==> config.mk <==
export PLATFORM = sky130hd
export DESIGN_NAME = vtpg_top
export DESIGN_NICKNAME = d
export VERILOG_FILES = /design/src/rtl/vtpg_pkg.sv /design/src/rtl/vtpg_raster.sv /design/src/rtl/vtpg_pixel.sv /design/src/rtl/vtpg_top.sv
export SDC_FILE = /design/constraint.sdc
export NUM_CORES = 1
export LEC_CHECK = 0
export BUFFER_PORTS_ARGS = -buffer_cell sky130_fd_sc_hd__buf_2
export CAP_MARGIN = 20
export CORE_MARGIN = 2
export CORE_UTILIZATION = 63
export DETAILED_ROUTE_END_ITERATION = 10
export GPL_TIMING_DRIVEN = 0
export PLACE_DENSITY_LB_ADDON = 0.05
export SLEW_MARGIN = 20
export SYNTH_ARGS = -nofsm -noshare
export SYNTH_HDL_FRONTEND = slang
export SYNTH_HIERARCHICAL = 1
export SYNTH_SLANG_ARGS = --single-unit
export TNS_END_PERCENT = 1
==> constraint.sdc <==
create_clock -name clk -period 4.5 [get_ports clk]
set_input_delay 0.225 -clock clk [delete_from_list [all_inputs] [get_ports clk]]
set_output_delay 0.225 -clock clk [all_outputs]
set_load 0.01 [all_outputs]
==> src/rtl/vtpg_pkg.sv <==
package vtpg_pkg;

    typedef enum logic [1:0] {
        FMT_SD  = 2'b00,
        FMT_HD  = 2'b01,
        FMT_3G  = 2'b10,
        FMT_ALT = 2'b11
    } fmt_e;

    typedef enum logic {
        PAT_BARS   = 1'b0,
        PAT_STRESS = 1'b1
    } pat_e;

    typedef struct packed {
        fmt_e fmt;
        pat_e pat;
        logic full_amp;
    } cfg_t;

    typedef enum logic [1:0] {
        REG_EAV,
        REG_HBLK,
        REG_SAV,
        REG_ACT
    } region_e;

    typedef struct packed {
        logic [9:0] y;
        logic [9:0] cb;
        logic [9:0] cr;
    } ycc_t;

    localparam logic [9:0] BLANK_C   = 10'h200;
    localparam logic [9:0] BLANK_Y   = 10'h040;
    localparam logic [9:0] CODE_HI   = 10'h3FF;
    localparam logic [9:0] CODE_LO   = 10'h000;
    localparam logic [9:0] STRESS_C0 = 10'h300;
    localparam logic [9:0] STRESS_Y0 = 10'h198;
    localparam logic [9:0] STRESS_C1 = 10'h200;
    localparam logic [9:0] STRESS_Y1 = 10'h110;

    // Protected flag word of a timing code
    function automatic logic [9:0] xyz(input logic f, input logic v, input logic h);
        return {1'b1, f, v, h, v ^ h, f ^ h, f ^ v, f ^ v ^ h, 2'b00};
    endfunction

    // Bar colour lookup, idx 0 = white ... 7 = black
    function automatic ycc_t bar_colour(input logic [2:0] idx, input logic full);
        ycc_t c;
        case ({full, idx})
            4'b1_000: c = '{10'h3AC, 10'h200, 10'h200};
            4'b1_001: c = '{10'h348, 10'h040, 10'h248};
            4'b1_010: c = '{10'h2A8, 10'h298, 10'h040};
            4'b1_011: c = '{10'h244, 10'h0D8, 10'h088};
            4'b1_100: c = '{10'h1A8, 10'h328, 10'h378};
            4'b1_101: c = '{10'h144, 10'h168, 10'h3C0};
            4'b1_110: c = '{10'h0A4, 10'h3C0, 10'h1B8};
            4'b0_000: c = '{10'h2D0, 10'h200, 10'h200};
            4'b0_001: c = '{10'h288, 10'h0B0, 10'h238};
            4'b0_010: c = '{10'h20C, 10'h270, 10'h0B0};
            4'b0_011: c = '{10'h1C0, 10'h120, 10'h0E8};
            4'b0_100: c = '{10'h150, 10'h2E0, 10'h318};
            4'b0_101: c = '{10'h104, 10'h190, 10'h350};
            4'b0_110: c = '{10'h08C, 10'h350, 10'h1C8};
            default:  c = '{BLANK_Y, BLANK_C, BLANK_C};
        endcase
        return c;
    endfunction

    function automatic int max3(input int a, input int b, input int c);
        int m;
        m = (a > b) ? a : b;
        return (m > c) ? m : c;
    endfunction

endpackage

==> src/rtl/vtpg_raster.sv <==
module vtpg_raster
    import vtpg_pkg::*;
#(
    parameter int SD_ACT_WORDS = 1440,
    parameter int SD_BLK_WORDS = 276,
    parameter int SD_ACT_LINES = 486,
    parameter int SD_TOT_LINES = 525,
    parameter int HD_ACT_WORDS = 2560,
    parameter int HD_BLK_WORDS = 740,
    parameter int HD_ACT_LINES = 720,
    parameter int HD_TOT_LINES = 750,
    parameter int TG_ACT_WORDS = 3840,
    parameter int TG_BLK_WORDS = 560,
    parameter int TG_ACT_LINES = 1080,
    parameter int TG_TOT_LINES = 1125,
    parameter int HW = 13,
    parameter int VW = 11
) (
    input  logic        clk,
    input  logic        rst,
    input  cfg_t        cfg_in,
    output cfg_t        cfg_q,
    output region_e     region,
    output logic [1:0]  phase,
    output logic [2:0]  bar,
    output logic        vblank,
    output logic        upper,
    output logic        frame_end
);

    logic [HW-1:0] hc, bw;
    logic [VW-1:0] vc;
    logic [HW-1:0] act_w, blk_w, bar_w;
    logic [VW-1:0] act_l, tot_l;
    logic          line_end;

    // Geometry of the latched format
    always_comb begin
        case (cfg_q.fmt)
            FMT_HD: begin
                act_w = HW'(HD_ACT_WORDS); blk_w = HW'(HD_BLK_WORDS);
                act_l = VW'(HD_ACT_LINES); tot_l = VW'(HD_TOT_LINES);
            end
            FMT_3G: begin
                act_w = HW'(TG_ACT_WORDS); blk_w = HW'(TG_BLK_WORDS);
                act_l = VW'(TG_ACT_LINES); tot_l = VW'(TG_TOT_LINES);
            end
            default: begin
                act_w = HW'(SD_ACT_WORDS); blk_w = HW'(SD_BLK_WORDS);
                act_l = VW'(SD_ACT_LINES); tot_l = VW'(SD_TOT_LINES);
            end
        endcase
        bar_w = act_w >> 3;
    end

    always_comb begin
        line_end  = (hc == act_w + blk_w - HW'(1));
        frame_end = line_end && (vc == tot_l - VW'(1));
        if (hc < HW'(4))              region = REG_EAV;
        else if (hc < blk_w - HW'(4)) region = REG_HBLK;
        else if (hc < blk_w)          region = REG_SAV;
        else                          region = REG_ACT;
        phase  = hc[1:0];
        vblank = (vc >= act_l);
        upper  = (vc < (act_l >> 1));
    end

    always_ff @(posedge clk) begin
        if (rst) begin
            hc    <= '0;
            vc    <= '0;
            bw    <= '0;
            bar   <= '0;
            cfg_q <= cfg_in;
        end else begin
            if (line_end) begin
                hc <= '0;
                vc <= frame_end ? '0 : vc + VW'(1);
            end else begin
                hc <= hc + HW'(1);
            end
            if (frame_end)
                cfg_q <= cfg_in;
            // bar tracking: cleared on the last code word, stepped through active words
            if (hc == blk_w - HW'(1)) begin
                bw  <= '0;
                bar <= '0;
            end else if (region == REG_ACT) begin
                if (bw == bar_w - HW'(1)) begin
                    bw  <= '0;
                    bar <= bar + 3'd1;
                end else begin
                    bw <= bw + HW'(1);
                end
            end
        end
    end

endmodule

==> src/rtl/vtpg_pixel.sv <==
module vtpg_pixel
    import vtpg_pkg::*;
(
    input  cfg_t        cfg,
    input  region_e     region,
    input  logic [1:0]  phase,
    input  logic [2:0]  bar,
    input  logic        vblank,
    input  logic        upper,
    output logic [9:0]  word
);

    ycc_t colour;

    always_comb begin
        colour = bar_colour(bar, cfg.full_amp);
        word   = BLANK_Y;
        case (region)
            REG_EAV, REG_SAV: begin
                case (phase)
                    2'd0:    word = CODE_HI;
                    2'd3:    word = xyz(1'b0, vblank, region == REG_EAV);
                    default: word = CODE_LO;
                endcase
            end
            REG_HBLK: word = phase[0] ? BLANK_Y : BLANK_C;
            default: begin
                if (vblank)
                    word = phase[0] ? BLANK_Y : BLANK_C;
                else if (cfg.pat == PAT_STRESS)
                    word = phase[0] ? (upper ? STRESS_Y0 : STRESS_Y1)
                                    : (upper ? STRESS_C0 : STRESS_C1);
                else begin
                    case (phase)
                        2'd0:    word = colour.cb;
                        2'd2:    word = colour.cr;
                        default: word = colour.y;
                    endcase
                end
            end
        endcase
    end

endmodule

==> src/rtl/vtpg_top.sv <==
module vtpg_top
    import vtpg_pkg::*;
#(
    parameter int SD_ACT_WORDS = 1440,
    parameter int SD_BLK_WORDS = 276,
    parameter int SD_ACT_LINES = 486,
    parameter int SD_TOT_LINES = 525,
    parameter int HD_ACT_WORDS = 2560,
    parameter int HD_BLK_WORDS = 740,
    parameter int HD_ACT_LINES = 720,
    parameter int HD_TOT_LINES = 750,
    parameter int TG_ACT_WORDS = 3840,
    parameter int TG_BLK_WORDS = 560,
    parameter int TG_ACT_LINES = 1080,
    parameter int TG_TOT_LINES = 1125
) (
    input  logic       clk,
    input  logic       rst,
    input  logic [1:0] fmt_sel,
    input  logic       pat_sel,
    input  logic       full_amp,
    output logic [9:0] word_o
);

    localparam int MAX_WORDS = max3(SD_ACT_WORDS + SD_BLK_WORDS,
                                    HD_ACT_WORDS + HD_BLK_WORDS,
                                    TG_ACT_WORDS + TG_BLK_WORDS);
    localparam int MAX_LINES = max3(SD_TOT_LINES, HD_TOT_LINES, TG_TOT_LINES);
    localparam int HW = $clog2(MAX_WORDS);
    localparam int VW = $clog2(MAX_LINES);

    cfg_t       cfg_in, cfg_q;
    region_e    region;
    logic [1:0] phase;
    logic [2:0] bar;
    logic       vblank, upper, frame_end;
    logic [9:0] word_nxt;

    always_comb begin
        cfg_in.fmt      = fmt_e'(fmt_sel);
        cfg_in.pat      = pat_e'(pat_sel);
        cfg_in.full_amp = full_amp;
    end

    vtpg_raster #(
        .SD_ACT_WORDS(SD_ACT_WORDS), .SD_BLK_WORDS(SD_BLK_WORDS),
        .SD_ACT_LINES(SD_ACT_LINES), .SD_TOT_LINES(SD_TOT_LINES),
        .HD_ACT_WORDS(HD_ACT_WORDS), .HD_BLK_WORDS(HD_BLK_WORDS),
        .HD_ACT_LINES(HD_ACT_LINES), .HD_TOT_LINES(HD_TOT_LINES),
        .TG_ACT_WORDS(TG_ACT_WORDS), .TG_BLK_WORDS(TG_BLK_WORDS),
        .TG_ACT_LINES(TG_ACT_LINES), .TG_TOT_LINES(TG_TOT_LINES),
        .HW(HW), .VW(VW)
    ) u_raster (
        .clk(clk), .rst(rst), .cfg_in(cfg_in), .cfg_q(cfg_q),
        .region(region), .phase(phase), .bar(bar),
        .vblank(vblank), .upper(upper), .frame_end(frame_end)
    );

    vtpg_pixel u_pixel (
        .cfg(cfg_q), .region(region), .phase(phase), .bar(bar),
        .vblank(vblank), .upper(upper), .word(word_nxt)
    );

    always_ff @(posedge clk) begin
        if (rst) word_o <= BLANK_Y;
        else     word_o <= word_nxt;
    end

endmodule

-- Word level (Yosys, flattened, before mapping)
Memories as Yosys holds them, arrays and structs flattened.
Cells that the tools add are included.
- bitwise operators: 1
- add/subtract/negate cells: 10
- mux-type cells: 20
- $lt $le $gt $ge: 5
- equal/unequal tests: 11
- reductions and logical operators: 8
- operators by type and width (operator ; count):
    $pmux 10 s2 ; 4
    $pmux 11 s2 ; 2
    $mux 10 ; 4
    $eq 13x13->1 ; 3
    $add 13x1->13 const B ; 2
    $pmux 12 s2 ; 1
    $sub 10x1->11 const B ; 2
    $add 12x10->13 ; 1
    $lt 13x10->1 ; 1
    $lt 13x13->1 ; 1
    $lt 13x3->1 const B ; 1
    $mux 13 ; 1
    $sub 13x1->13 const B ; 1
    $add 11x1->11 const B ; 1
    $eq 11x11->1 ; 1
    $ge 11x11->1 ; 1
    $lt 11x10->1 ; 1
    $mux 11 ; 1
    $sub 10x3->11 const B ; 1
    $sub 11x1->11 const B ; 1
    $eq 2x2->1 const B ; 5
    $mux 9 ; 1
    $mux 4 ; 2
    $mux 8 ; 1
    10 further kinds ; 15
- bits in registers: 54
- memories kept: 1
- logic and storage cells: 64
- input bits: 6
- memory bits (read-only): 352
- output and inout port bits: 10
- memories (name ; words ; bits a word ; read ports ; clocked after Yosys merged registers in ; wr ports ; RTL line ; RTL):
    (name not given) ; 16 ; 22 ; 1 ; 0 ; 0 ; vtpg_pkg.sv:51 ; case ({full, idx})

-- Logic depth before layout (Yosys ltp)
- depth after elaboration: 10
- mapped depth: 16
- mapped depth without buffers: 15

-- Cells and area by module
Netlist, hierarchy kept.
- modules (own cells, without submodules) (module ; seq. area each (µm²) ; area each (µm²) ; cells each ; times used):
    vtpg_raster ; 920.9 ; 2970.3 ; 336 ; 1
    vtpg_pixel ; 0.0 ; 923.4 ; 132 ; 1
    vtpg_top ; 200.2 ; 262.8 ; 20 ; 1

-- Worst setup path before layout
No wires, ideal clock.
- kind: reg2reg
- from: reg u_raster/cfg_q[2] (netlist name)
- to: reg word_o[8]
- arrival time: 3.147 ns
- setup slack: 1.288 ns
- setup time: 0.065 ns
- period minus slack after synthesis: 3.212 ns
- required time: 4.435 ns
- buffers on the path: 1
- stages on the path, launching flop included: 17
- path through: edfxtp_1 > inv_1 > ha_1 > buf_6 > inv_1 > ha_1 > a21o_1 > a21o_1 > a211o_1 > a31oi_1 > o21ai_0 > a311oi_1 > nor2_1 > a21o_1 > o21ai_0 > o2bb2ai_1 > nor2b_1
- elaborated cells on any way between the ends: 21
- those cells by class: add/sub (1); order compare (4); eq/ne (4); mux (10); reduce/logical (2)
- RTL lines (what ; RTL line ; RTL):
    $eq 2x2->1 or $eq 2x1->1 (tied branches) ; vtpg_raster.sv:39 ; case (cfg_q.fmt)
    $pmux 11 s2 (*) ; vtpg_raster.sv:39 ;
    $lt 11x10->1 (*) ; vtpg_raster.sv:65 ; upper = (vc < (act_l >> 1));
    net upper ; vtpg_top.sv:36 ; logic vblank, upper, frame_end;
    $mux 9 (*) ; vtpg_pixel.sv:32 ; : (upper ? STRESS_C0 : STRESS_C1);
    $mux 10 (*) ; vtpg_pixel.sv:31 ; word = phase[0] ? (upper ? STRESS_Y0 : STRESS_Y1)
    $mux 10 (*) ; vtpg_pixel.sv:30 ; else if (cfg.pat == PAT_STRESS)
    $mux 10 (*) ; vtpg_pixel.sv:28 ; if (vblank)
    $pmux 10 s2 (*) ; vtpg_pixel.sv:18 ; case (region)
    net word_nxt[8] ; vtpg_top.sv:37 ; logic [9:0] word_nxt;
    to (signal assigned) ; vtpg_top.sv:66 ; else word_o <= word_nxt;
    to (decl) ; vtpg_top.sv:22 ; output logic [9:0] word_o
The timed path passes the listed nets; every way through them passes the cells marked *.
A chain may end at the register's enable or synchronous reset.

-- Worst setup path after layout
- from: reg u_raster/cfg_q[2] (netlist name)
- to: reg word_o[8]
- elaborated cells on any way between the ends: 21
- those cells by class: add/sub (1); order compare (4); eq/ne (4); mux (10); reduce/logical (2)
- RTL lines (what ; RTL line):
    $eq 2x2->1 or $eq 2x1->1 (tied branches) ; vtpg_raster.sv:39
    $pmux 11 s2 (*) ; vtpg_raster.sv:39
    $lt 11x10->1 (*) ; vtpg_raster.sv:65
    net upper ; vtpg_top.sv:36
    $mux 9 (*) ; vtpg_pixel.sv:32
    $mux 10 (*) ; vtpg_pixel.sv:31
    $mux 10 (*) ; vtpg_pixel.sv:30
    $mux 10 (*) ; vtpg_pixel.sv:28
    $pmux 10 s2 (*) ; vtpg_pixel.sv:18
    net word_nxt[8] ; vtpg_top.sv:37
Marks and branches as above.

==> results by group <==
Die
  • Die area: 7263 sq um
  • Die height: 85.23 microns
  • Core box area: 6350 sq um
  • I/O pins: 16
  • Rows: 29
  • Starting Density: 0.6546
  • Die Wd: 85.23 microns

Synthesis
  • Area share of the largest cell type after synthesis: 0.2408
  • Avg Inst Size Synth: 8.517 sq um
  • Fraction of registers with async set/reset: 0
  • Syn Nets: 546
  • Synth warnings: 6
  • Post-synthesis sequential area ratio: 0.2697
  • Post-Syn Area: 4156 sq um
  • Top cells by area, synth: dfxtp_1 24%, ha_1 16%, nor2_1 3.8%, a21oi_1 3.5%, xnor2_1 3.4%
  • Largest area contributor in the netlist: dfxtp_1
  • Top-count cell post-synth: ha_1
  • Cells after Synth: 488
  • Post-synth top cells: 52 x ha_1, 50 x dfxtp_1, 42 x nor2_1, 29 x a21oi_1, 28 x nand2_1
  • EDFF count, synth: 4
  • Netlist cell types: 70
  • Post-synthesis register bit count: 54
  • Top_reg_cell synth: dfxtp_1

Power and ir drop
  • Net Sw Frac: 0.2870
  • Pwr dens: 237.5 nW/um^2
  • Static Leakage: 1.825 nW
  • Max VDD drop: 0.0002365 V
  • Comb power frac: 0.194
  • Clock share of power: 0.327
  • Sequential group share of total power: 0.479
  • Pint: 0.0007528 W
  • Psw: 0.0003031 W

Worst setup path
  • Delay-heaviest family, CP: compound AO/OA/AOI/OAI gates
  • Setup crit end kind: flop
  • CP startpoint kind: flop
  • Crit-path max FO: 10
  • Worst endpoint data arrival time: 4310 ps
  • Crit path kind: reg2reg
  • Most frequent CP cell: a21o_1
  • Worst path slowest cell: a311oi_1
  • Slowest cell delay on critical path: 670 ps
  • WP buf/inv: 3
  • Worst reg2reg setup slack: 450 ps
  • Critical path, cell by cell: inv_1 > ha_1 > buf_6 > inv_1 > ha_1 > a21o_1 > a21o_1 > a211o_1 > a31oi_1 > o21ai_0 > a311oi_1 > nor2_1 > a21o_1 > o21ai_0 > o2bb2ai_1 > nor2b_1
  • Critical Path RT: 4760 ps

Cells and area
  • Nets: 568
  • Final Non-Filler Cells: 588
  • ANT cells: 0
  • Layout cell share with drive strength beyond 1: 0.1115
  • Fin util: 0.7001
  • Synth-to-layout area growth: 6.954%

Clock tree
  • Max Root-Sink Buffers: 2
  • Root Driver: clkbuf_8
  • CTS Sinks: 54
  • Clock Latency Late Sink: 330 ps
  • H-tree depth: 2
  • Clock slew at reported path FFs: 110 ps
  • Postcts setup bufs: 0
  • Post-CTS Resized: 0
  • Hold buffers post-CTS: 0
  • CTS tree: done
  • CTS Buf Count: 5

Drt
  • Vias per cell: 6.299
  • ANT nets after route: 0
  • DR WL/cell: 16.61 microns
  • Total iterations of the first detailed-routing run: 5
  • Drt initial violations: 253
  • Drt total wl: 9765 microns
  • Residual DRC: 0
  • Vias: 3704

Timing
  • Pin slew with the least headroom to its limit: 954.4 ps
  • Final Critical Period: 4054 ps
  • Clk_skew: 17.45 ps
  • Hold WS: 61.51 ps
  • Final setup viols: 0
  • Final setup margin: 445.7 ps
  • Final hold vios: 0
  • TNS Setup: 0 ps
  • Fin. max-slew vios: 0
  • RSZ-0062 raised after global routing: false
  • Relative slew slack: 0.3570
  • Fmax achieved: 246.7 MHz
  • Final worst-path cycle share: 0.9010

Place
  • Post-place setup slack: 577.5 ps
  • IO Port Bufs: 15
  • HPWL after DPL: 7125 microns
  • Placer congestion estimate: 0.9463
  • Placed cells: 580

Outcome
  • Status: finished, final reports clean

GRT
  • All-Layer GR Usage: 0.2785
  • First-pass GRT wire length: 16290 microns
  • Number of global-route vias before repair: 3460
  • Total global routing overflow: 0
  • Antenna violations before repair: 0
  • Largest net degree at the start of global routing: 19

Run
  • MaxCap Viol Count: 0

Min path
  • Worst hold path class: in2reg
final cells by class:
| type | count | area [sq um] |
|---|---|---|
| sequential | 54 | 1121 |
| tap | 77 | 96.34 |
| fill | 505 | 1904 |
| timing repair buffer | 15 | 75.07 |
| buffer | 21 | 126.4 |
| clock buffer | 5 | 68.82 |
| clock inverter | 3 | 48.80 |
| inverter | 26 | 97.59 |
| multi-input combinational | 387 | 2811 |
worst paths after layout:
kind,to,cells after the start,from
max,word_o[8]$_SDFF_PP0_,16,u_raster/cfg_q[2]$_DFFE_PP_
min,u_raster/cfg_q[2]$_DFFE_PP_,1,fmt_sel[0]
max reg2reg,word_o[8]$_SDFF_PP0_,16,u_raster/cfg_q[2]$_DFFE_PP_
min reg2reg,u_raster/hc[0]$_SDFF_PP0_,1,u_raster/hc[0]$_SDFF_PP0_
power by group through the flow:
stage | sequential [W] | clock [W] | combinational, W
3_5_place_dp | 0.000517 | 0 | 0.000200
6_report | 0.000506 | 0.000345 | 0.000205
2_1_floorplan | 0.000522 | 0 | 0.000141
5_1_grt | 0.000508 | 0.000368 | 0.000225
3_3_place_gp | 0.000517 | 0 | 0.000196
4_1_cts | 0.000506 | 0.000352 | 0.000202
through the flow:
step | total power, W | instance area (sq um)
after floorplan | 0.0006627 | 4156
after global placement | 0.0007127 | 4328
after detailed placement | 0.0007177 | 4328
after CTS | 0.001060 | 4446
after global routing | 0.001101 | 4446
final | 0.001056 | 4446
state kept, by name, indices dropped and copies added, names as in the netlist:
name            cells
u_raster/bw        13
u_raster/hc        13
u_raster/vc        11
word_o             10
u_raster/cfg_q      4
u_raster/bar        3
routing by layer:
layer	vias to the layer above	global-route usage	wire length [microns]
li1	1820	-	-
met1	1743	0.3685	4406
met2	127	0.4673	4675
met3	14	0.03599	523
met4	0	0.09668	160
met5	-	0	0
worst reg2reg max path: stages (launching register included):
cell and delay (ps):
edfxtp_1 410, inv_1 80, ha_1 350, buf_6 170, inv_1 310, ha_1 340
a21o_1 190, a21o_1 180, a211o_1 260, a31oi_1 170, o21ai_0 120, a311oi_1 670
nor2_1 90, a21o_1 210, o21ai_0 150, o2bb2ai_1 140, nor2b_1 150
cells by family (layout without fill, tap and decap cells):
family | count (synthesis) | after routing | share of synthesized area
AND/OR/NAND/NOR | 181 | 181 | 0.2366
flip-flops | 54 | 54 | 0.2697
XOR/XNOR | 30 | 30 | 0.06321
multiplexers | 6 | 6 | 0.01806
adder cells (fa/ha/maj) | 52 | 52 | 0.1565
buffers and inverters | 47 | 70 | 0.05388
AO/OA/AOI/OAI | 118 | 118 | 0.2020
cell usage in the layout, fill, tap and decap left out, drive strengths merged, types with 10 or more instances in the layout:
| master | instances |
|---|---|
| xor2 | 14 |
| xnor2 | 16 |
| dfxtp | 50 |
| nand3 | 12 |
| nand2 | 28 |
| nand2b | 10 |
| ha | 52 |
| nor2 | 43 |
| buf | 32 |
| o31ai | 15 |
| a21oi | 29 |
| nor2b | 19 |
| o21ai | 18 |
| inv | 27 |
| or4 | 10 |
| nor3 | 11 |
(Power assumes the default switching activity.)
